==> src/rtl/gtrig_pkg.sv <==
package gtrig_pkg;
  localparam int COND_N = 5;
  localparam int DEST_W = 4;

  typedef struct packed {
    logic              load;
    logic              shift;
    logic              clrEvt;
    logic [COND_N-1:0] trigType;
    logic [DEST_W-1:0] numProc;
  } ctrlStrobe_t;
endpackage

==> src/rtl/gtrig_mask_or.sv <==
module gtrig_mask_or #(
  parameter int WIDTH = 18
) (
  input  logic [WIDTH-1:0] chanIn,
  input  logic [WIDTH-1:0] chanMask,
  output logic             anyHit
);
  // masked channels drop out of the combined OR
  assign anyHit = |(chanIn & ~chanMask);
endmodule

==> src/rtl/gtrig_ctrl.sv <==
module gtrig_ctrl import gtrig_pkg::*; #(
  parameter int NUM_TOWERS = 16,
  parameter int SHIELD_CH  = 18,
  parameter int FRAME_W    = 43,
  parameter int DEAD_W     = 32,
  parameter int DEF_PROCS  = 4
) (
  input  logic                  clk,
  input  logic                  rstN,
  input  logic [NUM_TOWERS-1:0] towerCalLo,
  input  logic [NUM_TOWERS-1:0] towerCalHi,
  input  logic [NUM_TOWERS-1:0] towerTkr,
  input  logic [SHIELD_CH-1:0]  shieldLo,
  input  logic [SHIELD_CH-1:0]  shieldHi,
  input  logic                  cfgWrEn,
  input  logic [2:0]            cfgAddr,
  input  logic [31:0]           cfgWrData,
  input  logic                  busyIn,
  output ctrlStrobe_t           strobe,
  output logic [DEAD_W-1:0]     deadTime
);
  localparam int CNT_W = $clog2(FRAME_W + 1);

  logic [SHIELD_CH-1:0] maskLo, maskHi;
  logic [COND_N-1:0]    condEn;
  logic [DEST_W-1:0]    numProc;
  logic [CNT_W-1:0]     txCnt;
  logic [COND_N-1:0]    cond;
  logic                 shLoHit, shHiHit, accept;

  gtrig_mask_or #(.WIDTH(SHIELD_CH)) u_orLo (
    .chanIn(shieldLo), .chanMask(maskLo), .anyHit(shLoHit));
  gtrig_mask_or #(.WIDTH(SHIELD_CH)) u_orHi (
    .chanIn(shieldHi), .chanMask(maskHi), .anyHit(shHiHit));

  always_comb begin
    cond    = '0;
    cond[0] = |towerCalLo;
    cond[1] = |towerCalHi;
    cond[2] = |towerTkr;
    cond[3] = shLoHit;
    cond[4] = shHiHit;
  end

  assign accept = (|(cond & condEn)) && !busyIn && (txCnt == '0);

  always_ff @(posedge clk) begin
    if (!rstN) begin
      maskLo  <= '0;
      maskHi  <= '0;
      condEn  <= '1;
      numProc <= DEST_W'(DEF_PROCS);
    end else if (cfgWrEn) begin
      case (cfgAddr)
        3'd0: maskLo  <= cfgWrData[SHIELD_CH-1:0];
        3'd1: maskHi  <= cfgWrData[SHIELD_CH-1:0];
        3'd2: condEn  <= cfgWrData[COND_N-1:0];
        3'd3: numProc <= cfgWrData[DEST_W-1:0];
        default: ;
      endcase
    end
  end

  always_ff @(posedge clk) begin
    if (!rstN)              txCnt <= '0;
    else if (accept)        txCnt <= CNT_W'(FRAME_W);
    else if (txCnt != '0)   txCnt <= txCnt - 1'b1;
  end

  always_ff @(posedge clk) begin
    if (!rstN)       deadTime <= '0;
    else if (busyIn) deadTime <= deadTime + 1'b1;
  end

  always_comb begin
    strobe.load     = accept;
    strobe.shift    = (txCnt != '0);
    strobe.clrEvt   = cfgWrEn && (cfgAddr == 3'd4);
    strobe.trigType = cond & condEn;
    strobe.numProc  = numProc;
  end

  // dead time only moves while busy
  p_dead_hold_r8: assert property (@(posedge clk) disable iff (!rstN)
    !busyIn |=> $stable(deadTime));
endmodule

==> src/rtl/gtrig_dp.sv <==
module gtrig_dp import gtrig_pkg::*; #(
  parameter int TS_W    = 16,
  parameter int EVT_W   = 16,
  parameter int FRAME_W = 43
) (
  input  logic        clk,
  input  logic        rstN,
  input  ctrlStrobe_t strobe,
  output logic        msgLine
);
  localparam int FIELD_W = DEST_W + TS_W + EVT_W + COND_N;

  logic [TS_W-1:0]    tsCnt;
  logic [EVT_W-1:0]   evtNum;
  logic [DEST_W-1:0]  destId;
  logic [FRAME_W-1:0] sreg;
  logic [FIELD_W-1:0] fields;
  logic [DEST_W:0]    destNext, procLimit;

  assign fields    = {destId, tsCnt, evtNum, strobe.trigType};
  assign destNext  = {1'b0, destId} + 1'b1;
  assign procLimit = (strobe.numProc == '0) ? (DEST_W+1)'(1) : {1'b0, strobe.numProc};

  always_ff @(posedge clk) begin
    if (!rstN) tsCnt <= '0;
    else       tsCnt <= tsCnt + 1'b1;
  end

  always_ff @(posedge clk) begin
    if (!rstN)              evtNum <= '0;
    else if (strobe.clrEvt) evtNum <= '0;
    else if (strobe.load)   evtNum <= evtNum + 1'b1;
  end

  always_ff @(posedge clk) begin
    if (!rstN) destId <= '0;
    else if (strobe.load)
      destId <= (destNext >= procLimit) ? '0 : destNext[DEST_W-1:0];
  end

  always_ff @(posedge clk) begin
    if (!rstN)             sreg <= '0;
    else if (strobe.load)  sreg <= {1'b1, fields, ~(^fields)};
    else if (strobe.shift) sreg <= {sreg[FRAME_W-2:0], 1'b0};
  end

  assign msgLine = sreg[FRAME_W-1];

  // a load shows the start bit next cycle
  p_start_bit_r6: assert property (@(posedge clk) disable iff (!rstN)
    strobe.load |=> msgLine);
  // no second accept right behind the first
  p_no_back_to_back_r7: assert property (@(posedge clk) disable iff (!rstN)
    strobe.load |=> !strobe.load);
  // event number steps by one per accept
  p_evt_step_r4: assert property (@(posedge clk) disable iff (!rstN)
    (strobe.load && !strobe.clrEvt) |=> evtNum == EVT_W'($past(evtNum) + 1'b1));
endmodule

==> src/rtl/gtrig_top.sv <==
module gtrig_top import gtrig_pkg::*; #(
  parameter int NUM_TOWERS = 16,
  parameter int SHIELD_CH  = 18,
  parameter int TS_W       = 16,
  parameter int EVT_W      = 16,
  parameter int DEAD_W     = 32,
  parameter int DEF_PROCS  = 4
) (
  input  logic                  clk,
  input  logic                  rstN,
  input  logic [NUM_TOWERS-1:0] towerCalLo,
  input  logic [NUM_TOWERS-1:0] towerCalHi,
  input  logic [NUM_TOWERS-1:0] towerTkr,
  input  logic [SHIELD_CH-1:0]  shieldLo,
  input  logic [SHIELD_CH-1:0]  shieldHi,
  input  logic                  cfgWrEn,
  input  logic [2:0]            cfgAddr,
  input  logic [31:0]           cfgWrData,
  input  logic                  busyIn,
  output logic                  msgLine,
  output logic [DEAD_W-1:0]     deadTime
);
  localparam int FRAME_W = 2 + DEST_W + TS_W + EVT_W + COND_N;

  ctrlStrobe_t strobe;

  gtrig_ctrl #(
    .NUM_TOWERS(NUM_TOWERS), .SHIELD_CH(SHIELD_CH), .FRAME_W(FRAME_W),
    .DEAD_W(DEAD_W), .DEF_PROCS(DEF_PROCS)
  ) u_ctrl (
    .clk(clk), .rstN(rstN),
    .towerCalLo(towerCalLo), .towerCalHi(towerCalHi), .towerTkr(towerTkr),
    .shieldLo(shieldLo), .shieldHi(shieldHi),
    .cfgWrEn(cfgWrEn), .cfgAddr(cfgAddr), .cfgWrData(cfgWrData),
    .busyIn(busyIn), .strobe(strobe), .deadTime(deadTime));

  gtrig_dp #(.TS_W(TS_W), .EVT_W(EVT_W), .FRAME_W(FRAME_W)) u_dp (
    .clk(clk), .rstN(rstN), .strobe(strobe), .msgLine(msgLine));
endmodule

==> config.mk <==
export PLATFORM = sky130hd
export DESIGN_NAME = gtrig_top
export DESIGN_NICKNAME = d
export VERILOG_FILES = /design/src/rtl/gtrig_pkg.sv /design/src/rtl/gtrig_mask_or.sv /design/src/rtl/gtrig_ctrl.sv /design/src/rtl/gtrig_dp.sv /design/src/rtl/gtrig_top.sv
export SDC_FILE = /design/constraint.sdc
export NUM_CORES = 1
export LEC_CHECK = 0
export BUFFER_PORTS_ARGS = -buffer_cell sky130_fd_sc_hd__buf_2
export CAP_MARGIN = 30
export CORE_MARGIN = 8
export CORE_UTILIZATION = 49
export DETAILED_ROUTE_END_ITERATION = 8
export PLACE_DENSITY = 0.81
export SYNTH_ARGS = -nofsm -noshare
export SYNTH_HDL_FRONTEND = slang
export SYNTH_SLANG_ARGS = --single-unit
==> constraint.sdc <==
create_clock -name clk -period 2.6 [get_ports clk]
set_clock_uncertainty 0.2 [all_clocks]
set_input_delay 0.26 -clock clk [delete_from_list [all_inputs] [get_ports clk]]
set_output_delay 0.26 -clock clk [all_outputs]
set_load 0.01 [all_outputs]
# Word level (Yosys, flattened, before mapping)
# Index checks and enable logic that the tools add are counted.
dict set report word_totals {
  out_inout_bits 33
  ff_bits 162
  word_cells 56
  input_bits 123
}
dict set report classes {
  order_cmp 1
  n_eq_ne 4
  n_addsub 5
  muxes 6
  n_reduce_logical 22
  bitwise 7
}
# cell n
set ops {}
lappend ops {{43-bit two-way mux} 2}
lappend ops {{16-bit OR reduction} 3}
lappend ops {{41-bit parity} 1}
lappend ops {{18-bit AND} 2}
lappend ops {{18-bit NOT} 2}
lappend ops {{18-bit OR reduction} 2}
lappend ops {{16-bit by 1-bit adder with 16-bit output, second input constant} 2}
lappend ops {{32-bit by 1-bit adder with 32-bit output, second input constant} 1}
lappend ops {{6-bit two-way mux} 2}
lappend ops {{4-bit two-way mux} 2}
lappend ops {{2-bit AND reduction} 4}
lappend ops {{3-bit by 2-bit == test with 1-bit output, second input constant} 2}
lappend ops {{6-bit logical NOT} 1}
lappend ops {{6-bit nonzero test} 1}
lappend ops {{6-bit by 1-bit subtractor with 6-bit output, second input constant} 1}
lappend ops {{4-bit by 1-bit adder with 5-bit output, second input constant} 1}
lappend ops {{5-bit AND} 1}
lappend ops {{5-bit >= comparator} 1}
lappend ops {{5-bit OR reduction} 1}
lappend ops {{4-bit logical NOT} 1}
lappend ops {{2-bit OR reduction} 2}
lappend ops {{3-bit by 1-bit == test with 1-bit output, second input constant} 1}
lappend ops {{3-bit == test, second input constant} 1}
lappend ops {{1-bit logical AND} 3}
lappend ops {{4 further kinds} 5}

# Logic depth before layout (Yosys ltp)
# Gate-level depths: netlist (run 1).
dict set report logic_depth {
  depth_word 8
  mapped_depth 13
  mapped_depth_nobuf 13
}

# Hierarchy
# Synthesis (run 1) repeated with hierarchy kept, for this count alone.
dict set report hier_totals {
  cells_unflattened 881
  hier_area_um2 7867.5
}
# mod n_inst cells_per_inst area_each_um2
set by_module_without_submodules {}
lappend by_module_without_submodules {gtrig_dp 1 401 3965.1}
lappend by_module_without_submodules {gtrig_ctrl 1 428 3599.7}
lappend by_module_without_submodules {gtrig_mask_or 2 26 151.4}

# Worst setup path before layout (run 1)
# OpenSTA, ideal clock, no wires.
dict set report synth_path {
  path_kind {register to register}
  from {register u_ctrl.maskLo[13]}
  to {register u_dp.sreg[0]}
  required_ns 2.272
  setup_ns 0.128
  setup_slack_ns -0.262
  synth_period_minus_slack_ns 2.862
  path_stages_with_launch 13
  arrival_time_ns 2.534
  path_cell_list {dfxtp_1 > inv_1 > a221oi_1 > nand3_1 > o41ai_1 > ha_1 > xnor2_1 > xnor2_1 > xnor2_1 > xnor2_1 > xnor3_1 > a22oi_1 > nor2_1}
}
dict set report synth_via {
  elab_chain_len 8
  word_cells_on_any_way 11
  classes_between {1 x mux; 4 x bitwise; 6 x reduce/logical}
}
# element line_no
set synth_rtl {}
lappend synth_rtl {{start: declaration} gtrig_ctrl.sv:24} ;# logic [SHIELD_CH-1:0] maskLo, maskHi;
lappend synth_rtl {{start signal: assignment} gtrig_ctrl.sv:55} ;# 3'd0: maskLo <= cfgWrData[SHIELD_CH-1:0];
lappend synth_rtl {{18-bit NOT (*)} gtrig_mask_or.sv:9} ;# assign anyHit = |(chanIn & ~chanMask);
lappend synth_rtl {{18-bit AND (*)} gtrig_mask_or.sv:9}
lappend synth_rtl {{18-bit OR reduction (*)} gtrig_mask_or.sv:9}
lappend synth_rtl {{5-bit AND (*)} {gtrig_ctrl.sv:45, gtrig_ctrl.sv:79}}
lappend synth_rtl {{branches (longest 4 deep; another with 43-bit two-way mux)} n/a}
lappend synth_rtl {{end signal: assignment} gtrig_dp.sv:43} ;# else if (strobe.load) sreg <= {1'b1, fields, ~(^fields)};
lappend synth_rtl {{end signal: assignment} gtrig_dp.sv:44} ;# else if (strobe.shift) sreg <= {sreg[FRAME_W-2:0], 1'b0};
lappend synth_rtl {{end: declaration} gtrig_dp.sv:16} ;# logic [FRAME_W-1:0] sreg;
# Mark *: on every way between the ends.
# A chain may end at the register's enable or synchronous reset.

# Worst setup path after layout (run 1)
dict set report layout_path {
  from {register u_ctrl.maskLo[15]}
  to {register u_dp.sreg[20]}
}
dict set report layout_via {
  elab_chain_len 8
  word_cells_on_any_way 9
  classes_between {1 x mux; 3 x bitwise; 5 x reduce/logical}
}
# element line_no
set layout_rtl {}
lappend layout_rtl {{18-bit NOT (*)} gtrig_mask_or.sv:9}
lappend layout_rtl {{18-bit AND (*)} gtrig_mask_or.sv:9}
lappend layout_rtl {{18-bit OR reduction (*)} gtrig_mask_or.sv:9}
lappend layout_rtl {{5-bit AND (*)} gtrig_ctrl.sv:45} ;# assign accept = (|(cond & condEn)) && !busyIn && (txCnt == '0);
lappend layout_rtl {{5-bit OR reduction (*)} gtrig_ctrl.sv:45}
lappend layout_rtl {{1-bit logical AND (*) (2 in a row)} gtrig_ctrl.sv:45}
lappend layout_rtl {{43-bit two-way mux or 2-bit nonzero test (tied branches)} n/a}
# Every way passes the cells marked *; elsewhere a longest branch is shown, timed or not.

==> results of run 1 <==
[timing repair]
item / CTS / global route
resized for setup: 15 / 14
pin swaps: 11 / 8
gates cloned: 1 / 1
hold buffers: 18 / 0
endpoints found under the setup margin: 30 / 53
setup buffers: 3 / 1
endpoints found under the hold margin: 43 / 0
[final timing paths]
check,start,end,slack [ns]
worst max register to register,u_ctrl.maskLo[15]$_SDFFE_PN0P_,u_dp.sreg[20]$_SDFFE_PN0P_,-0.17
worst min register to register,u_ctrl.maskHi[12]$_SDFFE_PN0P_,u_ctrl.maskHi[12]$_SDFFE_PN0P_,0.25
worst max-delay path,u_ctrl.maskLo[15]$_SDFFE_PN0P_,u_dp.sreg[20]$_SDFFE_PN0P_,-0.17
worst min-delay path,rstN,u_dp.sreg[19]$_SDFFE_PN0P_,0.02
[cells in the final DEF (no fill, tap or decap), types with 3 or more instances in the layout]
cell	Yosys	layout
o221ai_1	10	10
buf_12	0	4
a221oi_2	0	3
nor3_1	9	8
inv_1	38	36
and2_1	4	4
clkbuf_16	0	18
a21o_1	3	3
o2111ai_1	3	3
buf_2	5	142
a22oi_1	19	18
o21ai_0	11	11
nor4_1	13	13
xor2_1	34	34
nand4_1	15	15
a311oi_1	10	10
clkbuf_1	32	3
buf_4	0	30
o22ai_1	9	9
xnor2_1	39	39
nand2_1	163	162
bufinv_16	0	8
or3_1	8	8
dlygate4sd3_1	0	18
nor2_1	93	92
nand3_1	22	20
and3_1	14	13
o211ai_1	4	4
dfxtp_2	0	11
nand2b_1	15	15
clkinv_2	0	4
a21oi_1	74	74
mux2i_1	10	10
dfxtp_1	162	151
and4_1	5	5
ha_1	27	27
[layer usage]
layer | wire length [µm] | vias to the layer above | global-route usage (%) | part of all wire, %
met5 | 0 | - | 0 | 0
met4 | 561 | 0 | 9.821 | 2.7
met1 | 8608 | 3210 | 24.43 | 42
li1 | - | 3395 | - | -
met2 | 10220 | 251 | 36.20 | 49
met3 | 1349 | 51 | 5.198 | 6.5
[area by class of cell]
class                   count  area [µm²]  area share (%)
repair buffers            197        1247           13.10
flip-flops and latches    162        3257           34.20
inverters                  38       143.9           1.511
well taps                 188       235.2           2.470
clock inverters            11       255.2           2.680
multi-input cells         644        3935           41.32
clock buffers              21       450.4           4.729
[state kept, by name (all words and copies together) (netlist names)]
name             cells
u_dp.destId          4
u_ctrl.condEn        5
u_dp.tsCnt          16
u_ctrl.deadTime     32
u_dp.sreg           43
u_ctrl.maskHi       18
u_ctrl.txCnt         6
u_dp.evtNum         16
u_ctrl.numProc       4
u_ctrl.maskLo       18
[where the power goes]
group	switching, mW	total (mW)	internal, mW
Sequential	0.153	2.89	2.74
Clock	0.980	2.99	2.01
Combinational	0.998	1.83	0.833
Total	2.13	7.71	5.58
[worst max-delay path: cells and delay by family (launching register included)]
kind | cells | cell delay [ns]
fa+ha+maj | 1 | 0.23
buf+inv | 2 | 0.46
simple gates | 2 | 0.22
flops | 1 | 0.37
compound gates | 7 | 1.16
[through the flow]
| stage | worst slack [ns] | instance area (µm²) |
|---|---|---|
| after detailed placement | -0.2704 | 8476 |
| after CTS | -0.2055 | 9429 |
| after floorplan | 0.02001 | 7408 |
| after global routing | -0.2770 | 9524 |
| final | -0.1683 | 9524 |
| after global placement | -0.2433 | 8476 |
[cells by family after synthesis]
kind of cell	Yosys count	share of synthesized area, %
AO/OA/AOI/OAI	160	14.15
XOR/XNOR	74	8.943
adder cells (fa/ha/maj)	27	4.565
buffers and inverters	79	4.294
flip-flops	162	43.82
multiplexers	12	1.657
AND/OR/NAND/NOR	371	22.57
==> run metrics, run 1 <==
Final nets=around 1,200; Worst VDD drop=between 0.4 and 0.5 mV; boundary pin count=156; number of flops mapped to enable cells by yosys=0; syn_area_per_cell=8.363 µm²; CP max-delay cell=dfxtp_1; Lkg Pwr=between 4 and 5 nW; CP Class=flop to flop; Yosys warning count=0; Placed Cells=between 1,000 and 1,500; buffer depth of the longest clock path=2; area fraction of the dominant cell type after synthesis=between 40% and 50%; area delta synth->final=28.69%; max-slew violations=0; unrepaired setup endpoints after global routing=true; number of max-cap violations=0; crit path capture type=flop; Synth Net Count=approximately 1,000; # DRC=0; Cells after Synth=~900; die height=between 100 and 150 µm; largest net degree at the start of global routing=94; Power Density=809.9 nW/µm²; Cell Area, Synth=~7400 µm²; CP peak stage delay=~0.37 ns; most common cell in the netlist=nand2_1; TritonCTS clock tree=built; vias in the first global route=6,927; Slew headroom=54.57%; antenna cells=0; post-synthesis cell type count=between 50 and 60; final period utilization=106.5%; Worst-Margin Slew=~0.68 ns; Max Fclk=about 360 MHz; Die ar.=about 19,000 µm²; final worst slack=-0.1683 ns; Required @ worst endpoint=2.70 ns; vias post-DR=about 7,000; Initial Util=between 40 and 50%; drt initial violations=between 500 and 600; failing checks=negative setup slack; overall routing resource usage=21.14%; post-synthesis sequential area ratio=43.82%; outcome=complete, but fails checks; flops & latches, synth=~160; share of cells above drive strength 1=between 20% and 30%; total CTS buffers=17; DRT Wirelength=approximately 21,000 µm; Port Buffer Count=around 140; Min-Delay Path Depth=3; num rows=45; drt first pass iters=5; Final Hold Viols=0; chip width=around 140 µm; Tot Pwr=7.714 mW; share of synthesized registers carrying an async set or reset=0%; final core utilization=between 60 and 70%; first-pass GRT wire length=33,630 µm; crit-path max FO=9; TritonCTS Sinks=162; Reg2Reg Depth=12; worst-skew pair later-pin latency=0.43 ns; area leader, netlist=dfxtp_1; Post-DRT Antenna Nets=0; antenna violations before repair=0; Root Buffer=clkbuf_16; setup violators final=34; Hold/Removal Path Class=primary input to flop; Fillers=1,173; core area=about 15,000 µm²; synth top area cells=dfxtp_1, nand2_1, a21oi_1; Via density=~5.5; Final Non-Filler Cells=1,261; Reg clk slew, reported paths=about 0.06 ns; crit start category=flop; CP Cell Sequence=o22ai_1 -> a221oi_2 -> nand3_2 -> o41ai_4 -> ha_1 -> a21oi_1 -> nand2_1 -> o211ai_1 -> buf_4 -> buf_2 -> a22oi_1 -> a21oi_1; ys flop type=dfxtp_1; CTS H-tree depth=4; synth cell count leaders=nand2_1, dfxtp_1, nor2_1, a21oi_1, xnor2_1; Tmin final=2.768 ns; WHS=between 0.02 and 0.025 ns; routability cong.=0.8501; CP dominant cell by count=a21oi_1; remaining global-route overflow=0; routed len/inst=between 15 and 20 µm; DPL Wire Length=roughly 14,000 µm; Final TNS setup=-2.824 ns; Worst EP arrival=between 2 and 3 ns
Note: power is estimated with default switching activity, not from simulation.
==> inputs of run 2 (changes only) <==
--- a/config.mk
+++ b/config.mk
@@ -5,12 +5,13 @@
 export SDC_FILE = /design/constraint.sdc
 export NUM_CORES = 1
 export LEC_CHECK = 0
+export ABC_AREA = 1
 export BUFFER_PORTS_ARGS = -buffer_cell sky130_fd_sc_hd__buf_2
 export CAP_MARGIN = 30
 export CORE_MARGIN = 8
-export CORE_UTILIZATION = 49
+export CORE_UTILIZATION = 51
 export DETAILED_ROUTE_END_ITERATION = 8
-export PLACE_DENSITY = 0.81
+export PLACE_DENSITY = 0.79
 export SYNTH_ARGS = -nofsm -noshare
 export SYNTH_HDL_FRONTEND = slang
 export SYNTH_SLANG_ARGS = --single-unit
==> constraint.sdc (replaced) <==
create_clock -name clk -period 3.35 [get_ports clk]
set_clock_uncertainty 0.2 [all_clocks]
set_input_delay 0.335 -clock clk [delete_from_list [all_inputs] [get_ports clk]]
set_output_delay 0.335 -clock clk [all_outputs]
set_load 0.01 [all_outputs]
==> run 2 against run 1 <==
  * The flow now finishes without violations
  * Maximum frequency rose by 3.8%
  * Cell count rose by 30%
  * Setup slack improved by 0.85 ns
  * First-iteration DRC count fell by 26%
  * Critical path depth rose by 6
  * Clock-buffer cell count fell by 4
  * Register-to-register slack improved by 0.85 ns
==> run metrics, run 2 <==
Worst EP arrival=2.80 ns (-0.07 ns); pre-CTS setup slack=0.6084 ns (+0.8788 ns); drt initial violations=398 (-26%); buffer depth of the longest clock path=2 (unchanged); Hold/Removal Path Class=primary input to flop; core area=16,470 µm² (+9.9%); post-synthesis cell type count=41 (-20%); boundary pin count=156 (unchanged); overall routing resource usage=21.07% (-0.064 points); remaining global-route overflow=0 (unchanged); Reg clk slew, reported paths=0.07 ns (about the same); syn_area_per_cell=6.690 µm² (-20%); die height=145.3 µm (+4.6%); area delta synth->final=19.08%; crit-path max FO=21 (+12); Die ar.=21,100 µm² (+9.4%); Root Buffer=clkbuf_16; most common cell in the netlist=nand2_1; # DRC=0 (unchanged); Placed Cells=1,595 (+32%); unrepaired setup endpoints after global routing=false; crit path capture type=flop; synth top area cells=dfxtp_1, nand2_1, inv_1; total CTS buffers=17 (unchanged); Reg2Reg Depth=18 (+6); Lkg Pwr=4.894 nW (+20%); Final Non-Filler Cells=1,641 (+30%); share of cells above drive strength 1=14.29% (-8.1 points); num rows=47 (+4.4%); Via density=5.196 (-5.1%); Final TNS setup=0 ns (+2.824 ns); Worst VDD drop=0.5027 mV (+11%); post-synthesis sequential area ratio=38.05% (-5.8 points); vias post-DR=8,527 (+23%); most frequent cells in the layout=nand2_1, dfxtp_1, inv_1, buf_2, nor2_1; vias in the first global route=8,149 (+18%); Tot Pwr=5.327 mW (-31%); Max Fclk=375.1 MHz (+3.8%); leading cell type in the layout, fill and taps excluded=nand2_1; drt first pass iters=5 (unchanged); area fraction of the dominant cell type after synthesis=38.05% (-5.8 points); Power Density=524.8 nW/µm² (-35%); Cell Area, Synth=8523 µm² (+15%); Post-DRT Antenna Nets=0 (unchanged); Hold Crit Start=cfgWrData[16]; Yosys warning count=0 (unchanged); DPL Wire Length=15,760 µm (+16%); final worst slack=0.6839 ns (+0.8522 ns); area leader, netlist=dfxtp_1; worst r2r src=u_ctrl.maskLo[7]$_SDFFE_PN0P_; ys flop type=dfxtp_1; TritonCTS Sinks=162 (unchanged); Port Buffer Count=141 (unchanged); cts hold-fix bufs=14 (-4); max-slew violations=0 (unchanged); Worst-Margin Slew=0.8488 ns (+0.1674 ns); Hold EP=u_ctrl.maskLo[16]$_SDFFE_PN0P_; number of max-cap violations=0 (unchanged); first-pass GRT wire length=37,730 µm (+12%); share of synthesized registers carrying an async set or reset=0% (unchanged); flops & latches, synth=162 (unchanged); worst r2r dst=u_dp.sreg[33]$_SDFFE_PN0P_; Min-Delay Path Depth=3 (unchanged); TritonCTS clock tree=built; chip width=145.3 µm (+4.6%); Tmin final=2.666 ns (-0.1022 ns); synth cell count leaders=nand2_1, dfxtp_1, inv_1, nor2_1, o21ai_0; Fillers=1,509 (+29%); setup repair bufs after CTS=0 (-3); Synth Net Count=1,424 (+38%); CTS H-tree depth=4 (unchanged); antenna cells=0 (unchanged); routability cong.=0.9231 (+8.6%); DRT Wirelength=22,370 µm (+7.9%); Final nets=1,558 (+29%); routed len/inst=13.63 µm (-17%); final period utilization=79.59% (-27 points); antenna violations before repair=0 (unchanged); CP Class=flop to flop; Required @ worst endpoint=3.48 ns (+0.78 ns); Top reg by flops=u_dp.sreg; Slew headroom=43.35% (-11 points); setup violators final=0 (-100%); number of flops mapped to enable cells by yosys=0 (unchanged); crit start category=flop; Initial Util=51.76% (+2.3 points); Final Hold Viols=0 (unchanged); worst-skew pair later-pin latency=0.44 ns (about the same); Largest regs=u_dp.sreg (43), u_ctrl.deadTime (32); Reg2Reg Setup Slack=0.68 ns (+0.85 ns); Cells after Synth=1,274 (+44%); largest net degree at the start of global routing=85 (-9.6%); outcome=finished, final reports clean; Post-CTS Resized=0 (-15); max FFs per register=43 (unchanged)
==> run 2: worst max path at each step <==
stage	end	startpoint
after floorplan	u_dp.sreg[0]$_SDFFE_PN0P_	towerTkr[3]
after global placement	u_dp.sreg[28]$_SDFFE_PN0P_	shieldLo[5]
after detailed placement	u_dp.sreg[33]$_SDFFE_PN0P_	shieldLo[5]
after CTS	u_dp.sreg[33]$_SDFFE_PN0P_	u_ctrl.maskLo[5]$_SDFFE_PN0P_
after global routing	u_dp.sreg[33]$_SDFFE_PN0P_	u_ctrl.maskLo[4]$_SDFFE_PN0P_
final	u_dp.sreg[33]$_SDFFE_PN0P_	u_ctrl.maskLo[7]$_SDFFE_PN0P_
==> run 2: stage by stage <==
step           util, %  hold slack [ns]  cell area [µm²]
3_3_place_gp     57.02           0.2313             9389
5_1_grt          61.64         0.002446            10150
6_report         61.64         0.005561            10150
4_1_cts          61.64         0.001544            10150
2_1_floorplan        -           0.2183             8523
3_5_place_dp     57.02           0.2344             9389
==> run 2: worst max-delay path, cell delays in order, from the launching register on <==
cell	delay, ns
dfxtp_1	0.30
inv_1	0.08
nand2_1	0.05
o21ai_0	0.07
nor2_1	0.07
nand3_1	0.11
nor2_1	0.07
nor2_1	0.13
inv_1	0.06
ha_1	0.17
nand2_1	0.08
inv_1	0.07
nand2_4	0.18
nand3_2	0.32
buf_4	0.34
nand2_1	0.09
nand2_1	0.06
nand2_1	0.06
nand2_1	0.06
==> run 2: logic make-up after synthesis <==
kind of cell	synth area share, %
compound gates	11.07
xor+xnor	3.597
fa+ha+maj	3.964
buf+inv	9.190
flops	38.05
simple gates	34.13
==> run 2: final cells by class <==
| type | instances | area [µm²] | area share [%] |
|---|---|---|---|
| Clock buffer | 17 | 425.4 | 4.191 |
| Tap cell | 220 | 275.3 | 2.712 |
| Clock inverter | 15 | 195.2 | 1.923 |
| Sequential cell | 162 | 3243 | 31.95 |
| Inverter | 146 | 548.0 | 5.399 |
| Multi-Input combinational cell | 915 | 4497 | 44.30 |
| Timing Repair Buffer | 166 | 965.9 | 9.517 |
==> run 2: report_power, final <==
group | internal (mW) | switching [mW]
sequential | 2.05 | 0.0855
clock | 1.19 | 0.870
combinational | 0.386 | 0.738
total | 3.63 | 1.69
==> run 2: routing by layer <==
layer  up-vias  global-route usage, %  wire length [µm]
met2       212                  36.45             10970
met5         -                      0                 0
li1       4393                      -                 -
met3        29                  5.224              1072
met1      3893                  25.42             10020
met4         0                  6.039               312
==> inputs of run 3 (changes only) <==
--- a/config.mk
+++ b/config.mk
@@ -5,13 +5,13 @@
 export SDC_FILE = /design/constraint.sdc
 export NUM_CORES = 1
 export LEC_CHECK = 0
-export ABC_AREA = 1
+export ABC_AREA = 0
 export BUFFER_PORTS_ARGS = -buffer_cell sky130_fd_sc_hd__buf_2
 export CAP_MARGIN = 30
 export CORE_MARGIN = 8
-export CORE_UTILIZATION = 51
+export CORE_UTILIZATION = 49
 export DETAILED_ROUTE_END_ITERATION = 8
-export PLACE_DENSITY = 0.79
+export PLACE_DENSITY = 0.81
 export SYNTH_ARGS = -nofsm -noshare
 export SYNTH_HDL_FRONTEND = slang
 export SYNTH_SLANG_ARGS = --single-unit
==> constraint.sdc (replaced) <==
create_clock -name clk -period 2.27 [get_ports clk]
set_clock_uncertainty 0.2 [all_clocks]
set_input_delay 0.227 -clock clk [delete_from_list [all_inputs] [get_ports clk]]
set_output_delay 0.227 -clock clk [all_outputs]
set_load 0.01 [all_outputs]
==> run 3 against run 2 <==
  * Sequential power is 58% higher
  * Routed wire length is 21% higher
  * Clock power is 38% higher
  * Critical endpoint is now u_dp.sreg[0]$_SDFFE_PN0P_
  * Sequential share of layout area is 0.72 points lower
  * Power is 77% higher
  * Clock-buffer cell count is 5 higher
  * Critical path depth is 6 lower
  * The run now ends with negative setup slack left
  * Critical path type unchanged
  * Cell area is 2.6% higher
==> run metrics, run 3 (synthesized netlist as in run 1, its figures left out) <==
Via density=5.986 (+15%); final core utilization=69.52% (+7.9 points); CP max-delay cell=ha_2; Required @ worst endpoint=2.39 ns (-1.09 ns); most frequent cells in the layout=dfxtp_1, nand2_1, buf_2, nor2_1, a21oi_1; chip width=138.9 µm (-4.4%); Largest regs=u_dp.sreg (43), u_ctrl.deadTime (32); largest net degree at the start of global routing=69 (-19%); crit path from=u_ctrl.maskLo[1]$_SDFFE_PN0P_; WHS=0.04355 ns (+0.03798 ns); area delta synth->final=40.69%; CP peak stage delay=0.35 ns (about the same); Tmin final=2.960 ns (+0.2937 ns); Final TNS setup=-21.02 ns (-21.02 ns); Die ar.=19,290 µm² (-8.6%); buffer depth of the longest clock path=2 (unchanged); Post-DRT Antenna Nets=0 (unchanged); max FFs per register=43 (unchanged); CTS H-tree depth=4 (unchanged); drt initial violations=747 (+88%); drt first pass iters=6 (+1); Final Hold Viols=0 (unchanged); Net Sw Power=3.108 mW (+84%); Tot Pwr=9.447 mW (+77%); vias in the first global route=7,418 (-9.0%); Seq pwr share=35.8% (-4.3 points); Hold Crit Start=busyIn; Port Buffer Count=141 (unchanged); internal power=6.339 mW (+74%); outcome=complete, but fails checks; failing checks=negative setup slack; number of max-cap violations=0 (unchanged); vias post-DR=7,847 (-8.0%); antenna violations before repair=0 (unchanged); worst-skew pair later-pin latency=0.44 ns (about the same); Clock power frac=30.1% (-8.7 points); routed len/inst=20.59 µm (+51%); max-slew violations=0 (unchanged); core area=14,980 µm² (-9.0%); total CTS buffers=17 (unchanged); Hold/Removal Path Class=primary input to flop; pre-CTS setup slack=-0.5034 ns (-1.112 ns); share of cells above drive strength 1=32.86% (+19 points); met2 wire len=13,290 µm (+21%); final worst slack=-0.6898 ns (-1.374 ns); Worst VDD drop=0.5491 mV (+9.2%); routability cong.=0.8399 (-9.0%); Min-Delay Path Depth=4 (+1); CP Class=flop to flop; Max Used Layer=met4; num rows=45 (-4.3%); worst r2r dst=u_dp.sreg[0]$_SDFFE_PN0P_; Reg2Reg Depth=12 (-6); TritonCTS clock tree=built; # DRC=0 (unchanged); WL met3=2251 µm (+110%); leading cell type in the layout, fill and taps excluded=dfxtp_1; Slew headroom=59.79% (+16 points); boundary pin count=156 (unchanged); post-route design area=10,410 µm² (+2.6%); Initial Util=49.42% (-2.3 points); M1 wire length=9783 µm (-2.3%); Hold EP=u_ctrl.deadTime[0]$_SDFFE_PN0P_; die height=138.9 µm (-4.4%); area of placed instances=8710 µm² (-7.2%); DPL Wire Length=14,620 µm (-7.3%); Root Buffer=clkbuf_16; overall routing resource usage=22.09% (+1.0 points); switching share of power=32.90% (+1.1 points); Power Density=907.2 nW/µm² (+73%); final period utilization=130.4% (+51 points); Lkg Pwr=4.443 nW (-9.2%); crit start category=flop; Final Non-Filler Cells=1,311 (-20%); Max Fclk=337.9 MHz (-9.9%); DRT Wirelength=26,990 µm (+21%); antenna cells=0 (unchanged); Top reg by flops=u_dp.sreg; Placed Cells=1,232 (-23%); TritonCTS Sinks=162 (unchanged); Worst-Margin Slew=0.5977 ns (-0.2511 ns); Worst EP arrival=3.08 ns (+0.28 ns); remaining global-route overflow=0 (unchanged); Final nets=1,260 (-19%); first-pass GRT wire length=35,330 µm (-6.3%); setup violators final=67 (+67); Reg clk slew, reported paths=0.06 ns (about the same); unrepaired setup endpoints after global routing=true; crit-path max FO=2 (-90%); logic gate share of total power=34.1% (+13 points); crit path capture type=flop; CP Cell Sequence=inv_2 -> a221oi_2 -> nand3_2 -> o41ai_4 -> ha_2 -> xnor2_2 -> xnor2_2 -> xnor2_1 -> xnor2_1 -> xnor3_1 -> a22oi_1 -> nor2_1; Reg2Reg Setup Slack=-0.69 ns (-1.37 ns); worst r2r src=u_ctrl.maskLo[1]$_SDFFE_PN0P_
## run 3: cell count changes in the layout (fill, tap and decap cells not counted), moves of 19 or more
cell,change
nor3_1,-19
xnor2_1,+21
inv_1,-108
nand3_1,-26
o21ai_0,-71
nand2_1,-224
nor2_1,-53
nand4_1,-59
buf_4,+48
## run 3: what timing repair did
action / CTS / global route
cloned: 1 / 11
resized for setup: 14 / 132
buffers inserted: 2 / 17
endpoints found under the hold margin: 45 / 0
pin swaps: 3 / 57
setup endpoints to repair: 68 / 78
hold buffers: 19 / 0
## run 3: worst max-delay path, delay by kind of cell, from the launching register on
kind                     cells  cell delay (ns)
buffers and inverters        1             0.04
adder cells (fa/ha/maj)      1             0.35
AO/OA/AOI/OAI                3             0.70
AND/OR/NAND/NOR              2             0.20
flip-flops                   1             0.34
XOR/XNOR                     5             1.02
## run 3: how the worst max path moves through the flow
| stage | endpoint | slack [ns] |
|---|---|---|
| floorplan | u_dp.sreg[0]$_SDFFE_PN0P_ | -0.26 |
| global placement | u_dp.sreg[0]$_SDFFE_PN0P_ | -0.44 |
| detailed placement | u_dp.sreg[0]$_SDFFE_PN0P_ | -0.50 |
| CTS | u_dp.sreg[0]$_SDFFE_PN0P_ | -0.50 |
| global route | u_dp.sreg[0]$_SDFFE_PN0P_ | -0.80 |
| finish | u_dp.sreg[0]$_SDFFE_PN0P_ | -0.69 |
## run 3: final cells by class
type	instances	area, µm²
fill	994	4564
multi-input combinational	644	4398
sequential	162	3252
timing repair buffer	247	1810
clock buffer	22	464.2
tap	188	235.2
inverter	38	143.9
clock inverter	10	108.9
## run 3: per-layer routing
| layer | vias up | GRT usage [%] |
|---|---|---|
| li1 | 3500 | - |
| met1 | 3750 | 23.73 |
| met2 | 464 | 38.53 |
| met3 | 133 | 5.645 |
| met4 | 0 | 13.29 |
| met5 | - | 0 |
## run 3: power groups by stage
stage	Sequential, mW	Combinational (mW)	Clock, mW
final	3.38	3.22	2.85
after global routing	3.40	3.37	2.97
after CTS	3.29	2.03	2.82
after detailed placement	3.35	1.91	0
after global placement	3.34	1.86	0
after floorplan	3.33	1.15	0
